**config.mk**
```make
export PLATFORM = sky130hd
export DESIGN_NAME = freqval_bus_encoder
export DESIGN_NICKNAME = d
export VERILOG_FILES = /design/src/rtl/freqval_pkg.sv /design/src/rtl/freqval_rst_sync.sv /design/src/rtl/freqval_table.sv /design/src/rtl/freqval_pick.sv /design/src/rtl/freqval_bus_encoder.sv
export SDC_FILE = /design/constraint.sdc
export NUM_CORES = 2
export LEC_CHECK = 0
export BUFFER_PORTS_ARGS = -buffer_cell sky130_fd_sc_hd__buf_2
export CAP_MARGIN = 20
export CORE_MARGIN = 1
export CORE_UTILIZATION = 50
export DETAILED_ROUTE_END_ITERATION = 8
export PLACE_DENSITY_LB_ADDON = 0.05
export SYNTH_ARGS = -nofsm -noshare
export SYNTH_HDL_FRONTEND = slang
export SYNTH_SLANG_ARGS = --single-unit
```
**constraint.sdc**
```tcl
create_clock -name clk_i -period 3.9 [get_ports clk_i]
set_clock_uncertainty 0.2 [all_clocks]
set_input_delay 0.195 -clock clk_i [delete_from_list [all_inputs] [get_ports clk_i]]
set_output_delay 0.195 -clock clk_i [all_outputs]
set_load 0.03 [all_outputs]
```
**src/rtl/freqval_pkg.sv**
```systemverilog
package freqval_pkg;
  // Default geometry: bus width and number of table slots
  localparam int unsigned DEF_DATA_W  = 32;
  localparam int unsigned DEF_ENTRIES = 32;

  // Meaning of the word currently on the bus
  typedef enum logic {
    BUS_RAW  = 1'b0,
    BUS_CODE = 1'b1
  } bus_kind_e;
endpackage

```
**src/rtl/freqval_rst_sync.sv**
```systemverilog
module freqval_rst_sync #(
  parameter int unsigned STAGES = 2
) (
  input  logic clk_i,
  input  logic rst_ni,
  output logic rst_no
);
  logic [STAGES-1:0] sync_q;
  logic [STAGES-1:0] sync_d;

  always_comb begin
    sync_d = {sync_q[STAGES-2:0], 1'b1};
  end

  always_ff @(posedge clk_i or negedge rst_ni) begin
    if (!rst_ni) sync_q <= '0;
    else         sync_q <= sync_d;
  end

  assign rst_no = sync_q[STAGES-1];
endmodule

```
**src/rtl/freqval_table.sv**
```systemverilog
module freqval_table #(
  parameter int unsigned DATA_W  = 32,
  parameter int unsigned ENTRIES = 32,
  localparam int unsigned IDX_W  = (ENTRIES > 1) ? $clog2(ENTRIES) : 1
) (
  input  logic               clk_i,
  input  logic               rst_ni,
  input  logic [DATA_W-1:0]  lookup_i,
  input  logic               wr_en_i,
  output logic [ENTRIES-1:0] hit_vec_o
);
  localparam logic [IDX_W-1:0] LAST_IDX = IDX_W'(ENTRIES - 1);

  logic [DATA_W-1:0]  entry_q [ENTRIES];
  logic [ENTRIES-1:0] entry_vld_q;
  logic [ENTRIES-1:0] entry_vld_d;
  logic [ENTRIES-1:0] slot_wr;
  logic [IDX_W-1:0]   wr_ptr_q;
  logic [IDX_W-1:0]   wr_ptr_d;

  // Replacement position: advance on each write, wrapping at the last slot
  always_comb begin
    wr_ptr_d = wr_ptr_q;
    if (wr_en_i) begin
      wr_ptr_d = (wr_ptr_q == LAST_IDX) ? '0 : wr_ptr_q + IDX_W'(1);
    end
  end

  always_ff @(posedge clk_i or negedge rst_ni) begin
    if (!rst_ni) wr_ptr_q <= '0;
    else         wr_ptr_q <= wr_ptr_d;
  end

  always_comb begin
    entry_vld_d = entry_vld_q | slot_wr;
  end

  always_ff @(posedge clk_i or negedge rst_ni) begin
    if (!rst_ni) entry_vld_q <= '0;
    else         entry_vld_q <= entry_vld_d;
  end

  genvar g;
  generate
    for (g = 0; g < ENTRIES; g++) begin : g_slot
      assign slot_wr[g]   = wr_en_i && (wr_ptr_q == IDX_W'(g));
      assign hit_vec_o[g] = entry_vld_q[g] && (entry_q[g] == lookup_i);

      // Data storage has no reset: the valid bit qualifies it
      always_ff @(posedge clk_i) begin
        if (slot_wr[g]) entry_q[g] <= lookup_i;
      end
    end
  endgenerate

  // no word is ever stored twice, so at most one slot matches
  p_single_match_r8: assert property (@(posedge clk_i) disable iff (!rst_ni)
    $onehot0(hit_vec_o));

  // each write moves the replacement position one slot on, with wrap
  p_ptr_step_r5: assert property (@(posedge clk_i) disable iff (!rst_ni)
    wr_en_i |=> (wr_ptr_q == (($past(wr_ptr_q) == LAST_IDX) ? '0
                               : $past(wr_ptr_q) + IDX_W'(1))));

  // without a write the replacement position stays put
  p_ptr_hold_r8: assert property (@(posedge clk_i) disable iff (!rst_ni)
    !wr_en_i |=> $stable(wr_ptr_q));

  // a written slot holds the written word and becomes valid
  p_stored_r2: assert property (@(posedge clk_i) disable iff (!rst_ni)
    wr_en_i |=> (entry_vld_q[$past(wr_ptr_q)] &&
                 entry_q[$past(wr_ptr_q)] == $past(lookup_i)));
endmodule

```
**src/rtl/freqval_pick.sv**
```systemverilog
module freqval_pick #(
  parameter int unsigned ENTRIES = 32
) (
  input  logic [ENTRIES-1:0] hit_vec_i,
  output logic [ENTRIES-1:0] code_o,
  output logic               any_o
);
  // Keep the lowest set bit, so the code stays one-hot in every case
  always_comb begin
    code_o = '0;
    for (int i = ENTRIES - 1; i >= 0; i--) begin
      if (hit_vec_i[i]) code_o = ENTRIES'(1) << i;
    end
  end

  assign any_o = |hit_vec_i;
endmodule

```
**src/rtl/freqval_bus_encoder.sv**
```systemverilog
module freqval_bus_encoder
  import freqval_pkg::*;
#(
  parameter int unsigned DATA_W  = DEF_DATA_W,
  parameter int unsigned ENTRIES = DEF_ENTRIES
) (
  input  logic              clk_i,
  input  logic              rst_ni,
  input  logic              valid_i,
  input  logic [DATA_W-1:0] data_i,
  output logic [DATA_W-1:0] bus_o,
  output logic              enc_o
);
  logic               rst_n_sync;
  logic [ENTRIES-1:0] hit_vec;
  logic [ENTRIES-1:0] code;
  logic               any_hit;
  logic               tbl_wr;
  logic [DATA_W-1:0]  bus_d, bus_q;
  bus_kind_e          kind_d, kind_q;

  freqval_rst_sync #(.STAGES(2)) u_rst_sync (
    .clk_i  (clk_i),
    .rst_ni (rst_ni),
    .rst_no (rst_n_sync)
  );

  freqval_table #(.DATA_W(DATA_W), .ENTRIES(ENTRIES)) u_table (
    .clk_i     (clk_i),
    .rst_ni    (rst_n_sync),
    .lookup_i  (data_i),
    .wr_en_i   (tbl_wr),
    .hit_vec_o (hit_vec)
  );

  freqval_pick #(.ENTRIES(ENTRIES)) u_pick (
    .hit_vec_i (hit_vec),
    .code_o    (code),
    .any_o     (any_hit)
  );

  assign tbl_wr = valid_i && !any_hit;

  always_comb begin
    bus_d  = bus_q;
    kind_d = kind_q;
    if (valid_i) begin
      if (any_hit) begin
        bus_d  = DATA_W'(code);
        kind_d = BUS_CODE;
      end else begin
        bus_d  = data_i;
        kind_d = BUS_RAW;
      end
    end
  end

  always_ff @(posedge clk_i or negedge rst_n_sync) begin
    if (!rst_n_sync) begin
      bus_q  <= '0;
      kind_q <= BUS_RAW;
    end else if (valid_i) begin
      bus_q  <= bus_d;
      kind_q <= kind_d;
    end
  end

  assign bus_o = bus_q;
  assign enc_o = (kind_q == BUS_CODE);

  // idle input leaves the outputs unchanged
  p_idle_hold_r6: assert property (@(posedge clk_i) disable iff (!rst_n_sync)
    !valid_i |=> ($stable(bus_o) && $stable(enc_o)));

  // a coded bus value has exactly one bit set
  p_code_onehot_r9: assert property (@(posedge clk_i) disable iff (!rst_n_sync)
    enc_o |-> $onehot(bus_o));

  // a missed word appears raw one cycle later
  p_raw_latency_r7: assert property (@(posedge clk_i) disable iff (!rst_n_sync)
    (valid_i && !(|hit_vec)) |=> (!enc_o && bus_o == $past(data_i)));

  // a table match yields a coded cycle next
  p_hit_coded_r3: assert property (@(posedge clk_i) disable iff (!rst_n_sync)
    (valid_i && (|hit_vec)) |=> enc_o);
endmodule

```
* Word-level counts from Yosys, hierarchy flattened
Memory sizes are Yosys's and may differ from the RTL's. Index checks and enable logic that the tools add are counted.
Storage, ports and cells: memories kept 1, RAM bits 1024, logic and storage cells 362, bits in latches 0, output and inout port bits 33, input bits 35, register bits after elaboration 72, bits in read-only memories 0
Memories:
- u_table.entry_q | depth 32, bits a word 32, read ports 32, clocked after Yosys merged registers in 0, write ports 1, RTL line freqval_table.sv:14 | logic [DATA_W-1:0] entry_q [ENTRIES];
Cells by class: shift-type cells 0, mux-type cells 192, add/sub/neg operators 1, $lt $le $gt $ge 0, equal/unequal tests 63, divide/modulo/power cells 0, bitwise gates (word level) 1, multiply operators 0, reductions and logical operators 99
Operators with widths (number):
- two-way mux 32 bit | 64
- == test 32 bit | 32
- OR reduction 32 bit | 32
- two-way mux 5 bit | 32
- two-way mux 1 bit | 96
- == test 5 bit (second input constant) | 16
- logical AND 1 bit | 65
- == test 5 x 4 -> 1 bit (second input constant) | 8
- bitwise OR 32 bit | 1
- == test 5 x 3 -> 1 bit (second input constant) | 4
- == test 5 x 2 -> 1 bit (second input constant) | 2
- adder 5 x 1 -> 5 bit (second input constant) | 1
- == test 5 x 1 -> 1 bit (second input constant) | 1
- logical NOT 5 bit | 1
- logical NOT 1 bit | 1

* Depth between registers and ports, before layout
An unclocked memory read counts as a cell.
depth in word-level cells 41, depth in mapped cells 16, depth with buffers taken out 9

* By module
From an unflattened synthesis, not the netlist that was laid out.
Unflattened totals: cells, all modules 2932, area total of the unflattened synthesis 46624.7 um^2
Modules (own cells, without submodules):
- freqval_table | cells each 2711, times used 1, area an instance 44526.5 um^2, seq. area each 31675.4 um^2
- freqval_bus_encoder | cells each 142, times used 1, area an instance 1550.2 um^2, seq. area each 825.8 um^2
- freqval_pick | cells each 76, times used 1, area an instance 494.2 um^2, seq. area each 0.0 um^2
- freqval_rst_sync | cells each 3, times used 1, area an instance 53.8 um^2, seq. area each 50.0 um^2

* Least setup slack after synthesis
OpenSTA, ideal clock, no wires.
path type in2reg, start input port data_i[4], end memory u_table.entry_q[1][0], in the netlist u_table.entry_q[0][32], enable pin, stages 14, path buffers 6, data required time 3279 ps, arrival 3746 ps, setup slack -467 ps, setup time 421 ps, path through buf_4 -> buf_8 -> buf_12 -> xnor2_1 -> nand4_1 -> nor4_1 -> or4_4 -> nor4bb_4 -> and4_4 -> buf_6 -> buf_6 -> nand2_2 -> buf_6 -> nor2_1
On the way: longest elaborated chain between the ends 40
RTL lines:
- from (decl) | RTL line freqval_bus_encoder.sv:10 | input logic [DATA_W-1:0] data_i,
- == test 32 bit | RTL line freqval_table.sv:47 | assign hit_vec_o[g] = entry_vld_q[g] && (entry_q[g] == lookup_i);
- logical AND 1 bit | RTL line freqval_table.sv:47
- OR reduction 32 bit * | RTL line freqval_pick.sv:16 | assign any_o = |hit_vec_i;
- logical NOT 1 bit * | RTL line freqval_bus_encoder.sv:42 | assign tbl_wr = valid_i && !any_hit;
- logical AND 1 bit * | RTL line freqval_bus_encoder.sv:42
- logical AND 1 bit * | RTL line freqval_table.sv:46 | assign slot_wr[g] = wr_en_i && (wr_ptr_q == IDX_W'(g));
- named net u_table.slot_wr[1] | RTL line freqval_table.sv:17 | logic [ENTRIES-1:0] slot_wr;
- two-way mux 1 bit * | RTL line freqval_table.sv:51 | if (slot_wr[g]) entry_q[g] <= lookup_i;
- two-way mux 1 bit (not written as such) * | RTL line freqval_table.sv:51
- OR reduction 32 bit (no line)
- two-way mux 5 bit (no line) or two-way mux 1 bit (tied branches) (31 in series)
- to (decl) | RTL line freqval_table.sv:14
The timed path passes the listed nets; every way through them passes the cells marked *.

==> results.sh <==
export IMPL_placed_cells=4366
export IMPL_hold_viol=0
export IMPL_top_level_ports=68
export IMPL_powerDensity_mw_per_mm2=501.9
export IMPL_cts_sinks=1096
export IMPL_final_common_cell="edfxtp_1"
export IMPL_period_share_pct=97.94
export IMPL_clk_pin_slew_ns=0.06
export IMPL_die_w_um=307.7
export IMPL_cts_path_max_buffers=3
export IMPL_syn_inst=2907
export IMPL_synth_edff_count=1024
export IMPL_initial_core_util_pct=50.76
export IMPL_ant_nets=0
export IMPL_mostFrequentLayoutCells="edfxtp_1 (1,024), xor2_1 (783), xnor2_1 (238)"
export IMPL_nets=3324
export IMPL_leakagePower_nw=19.02
export IMPL_p_int_mw=20.99
export IMPL_synth_avg_cell_area_um2=16.08
export IMPL_max_vdd_ir_drop_mv=0.3953
export IMPL_start_kind="register"
export IMPL_post_route_min_period_ns=3.820
export IMPL_syn2layout_area_growth_pct=18.16
export IMPL_ys_ff_latch=1096
export IMPL_setup_slack_ns=0.08048
export IMPL_p_clk_share_pct=39.1
export IMPL_io_buffers=67
export IMPL_p_switching_mw=6.728
export IMPL_netlist_area_mm2=0.04674
export IMPL_synth_flop_cell="edfxtp_1"
export IMPL_pwr_share_comb_pct=10.5
export IMPL_finalNonFillerCells=4626
export IMPL_synth_nets=2948
export IMPL_avgViaCountPerCell=5.606
export IMPL_ys_types=63
export IMPL_run_status="finished clean"
export IMPL_synth_warning_count=0
export IMPL_critPathKind="reg -> reg"
export IMPL_maxCapViolations=0
export IMPL_post_cts_repair_setup_buffers=0
export IMPL_dr_total_vias=25930
export IMPL_worst_slew_pin_slew_ns=1.083
export IMPL_wl_per_cell_um=27.65
export IMPL_grt_pass1_wl_um=183700
export IMPL_dieHeight_um=307.7
export IMPL_htreeDepth=3
export IMPL_track_usage_pct=27.29
export IMPL_synth_seq_area_share_pct=69.64
export IMPL_cts_buffers=116
export IMPL_clk_latency_ns=0.71
export IMPL_critPathRequiredTime_ns=4.09
export IMPL_finalSetupViolCount=0
export IMPL_cp_arrival_ns=4.01
export IMPL_cts_tree="yes"
export IMPL_drive_gt1_share_pct=17.53
export IMPL_hold_class="in -> reg"
export IMPL_grt_pass1_vias=26060
export IMPL_async_reset_ff_share_pct=6.569
export IMPL_die_area_mm2=0.09471
export IMPL_routabilityCongestion=0.8150
export IMPL_slew_violations=0
export IMPL_antenna_found_initial=10
export IMPL_core_area_mm2=0.09208
export IMPL_end_kind="register"
export IMPL_synth_top_area_share_pct=65.79
export IMPL_yosys_area_top_type="edfxtp_1"
export IMPL_switching_share_pct=24.27
export IMPL_grt_max_degree=40
export IMPL_drtIter0Drc=2564
export IMPL_grt_overflow_total=0
export IMPL_cts_root_buffer="clkbuf_16"
export IMPL_max_slew_margin_pct=27.71
export IMPL_drt_wl_total_um=127900
export IMPL_drcViolationCount=0
export IMPL_synth_area_top_cells="edfxtp_1 (66%), xor2_1 (15%), xnor2_1 (4.5%)"
export IMPL_antennaDiodeCount=0
export IMPL_max_freq_mhz=261.8
export IMPL_dp_slack_ns=-0.2861
export IMPL_p_seq_share_pct=50.3
export IMPL_firstDrtPassIters=5
export IMPL_dp_hpwl_um=81710
export IMPL_path_max_fanout=32
export IMPL_num_rows=111
path summary, 6_finish.rpt:
kind,to,cells past startpoint,slack [ns],startpoint
max in group asynchronous,u_table.entry_vld_q[0],1,2.52,u_rst_sync.sync_q[1]
min,u_table.entry_q[0][154],3,0.05,data_i[26]
min in group asynchronous,bus_o[5],0,0.09,u_rst_sync.sync_q[1]
max reg2reg,u_table.entry_q[0][162],11,0.08,u_table.entry_q[1][363]
max,u_table.entry_q[0][162],11,0.08,u_table.entry_q[1][363]
min reg2reg,bus_o[5],0,0.09,u_rst_sync.sync_q[1]
cell families after synthesis:
group	after synthesis	synth area share, %
compound gates	91	1.392
xor+xnor	1022	19.15
fa+ha+maj	6	0.1606
buf+inv	153	2.891
flops	1096	69.64
other cells	1	0.008023
simple gates	538	6.754
critical path: stages, from the launching register on:
cell and delay (ns):
edfxtp_1 0.56, xor2_4 0.33, nor4_1 0.12, and3_1 0.20
nand4_1 0.27, nand4b_1 0.24, nor4_4 0.44, and4_4 0.35
nand3b_1 0.15, buf_12 0.21, nor2_2 0.16, buf_12 0.24
power by group through the flow:
stage,sequential (mW),clock (mW),combinational [mW]
floorplan,14.2,0,1.53
global placement,14.2,0,2.81
detailed placement,14.2,0,2.87
CTS,13.9,11.0,2.93
global route,14.0,11.4,3.13
finish,13.9,10.8,2.92
cells in the mapped netlist (30+ instances only):
cell type and n:
o21bai_1 30, edfxtp_1 1024, buf_4 58, nor4_1 193, nand4_1 73, nor2_1 51
buf_6 50, xnor2_1 238, nor3_1 35, xor2_1 784, nand3_1 56, dfrtp_1 72
nand2_1 48
stage by stage:
stage | total power [mW] | hold WS [ns] | cell area (um2) | utilization [%] | setup TNS, ns
floorplan | 15.68 | -0.3006 | 46770 | - | -250.42
global route | 28.57 | 0.02237 | 55230 | 59.98 | -0.1256
CTS | 27.88 | 0.01105 | 55110 | 59.85 | 0
detailed placement | 17.05 | -0.2173 | 50930 | 55.31 | -157.49
global placement | 16.97 | -0.2207 | 50920 | 55.30 | -221.90
finish | 27.72 | 0.04758 | 55230 | 59.98 | 0
what timing repair did:
item / CTS / global route
hold endpoints to repair: 748 / 0
hold buffers: 41 / 0
endpoints found under the setup margin: 987 / 1040
gates cloned: 0 / 1
gates resized for setup: 2 / 16
layout make-up:
class	instances	area [um2]
fill	6981	36850
sequential	1096	32560
multi-input combinational	1658	13010
timing repair buffer	404	4329
clock buffer	149	3171
tap	1243	1555
clock inverter	69	584.3
inverter	7	26.28
per-layer routing:
| metal | part of all wire [%] | wire (um) | up-vias | GRT usage (%) |
|---|---|---|---|---|
| met1 | 45 | 58170 | 13480 | 40.47 |
| li1 | - | - | 11390 | - |
| met3 | 6.0 | 7633 | 178 | 3.985 |
| met4 | 2.5 | 3219 | 0 | 7.405 |
| met5 | 0 | 0 | - | 0 |
| met2 | 46 | 58900 | 888 | 42.08 |
flip-flops by register name, summed over array words and instances (netlist names):
name and count:
u_rst_sync.sync_q 2, bus_o 32, u_table.wr_ptr_q 5, enc_o 1
u_table.entry_q 1024, u_table.entry_vld_q 32
No activity file was read; power rests on OpenSTA's default activity.
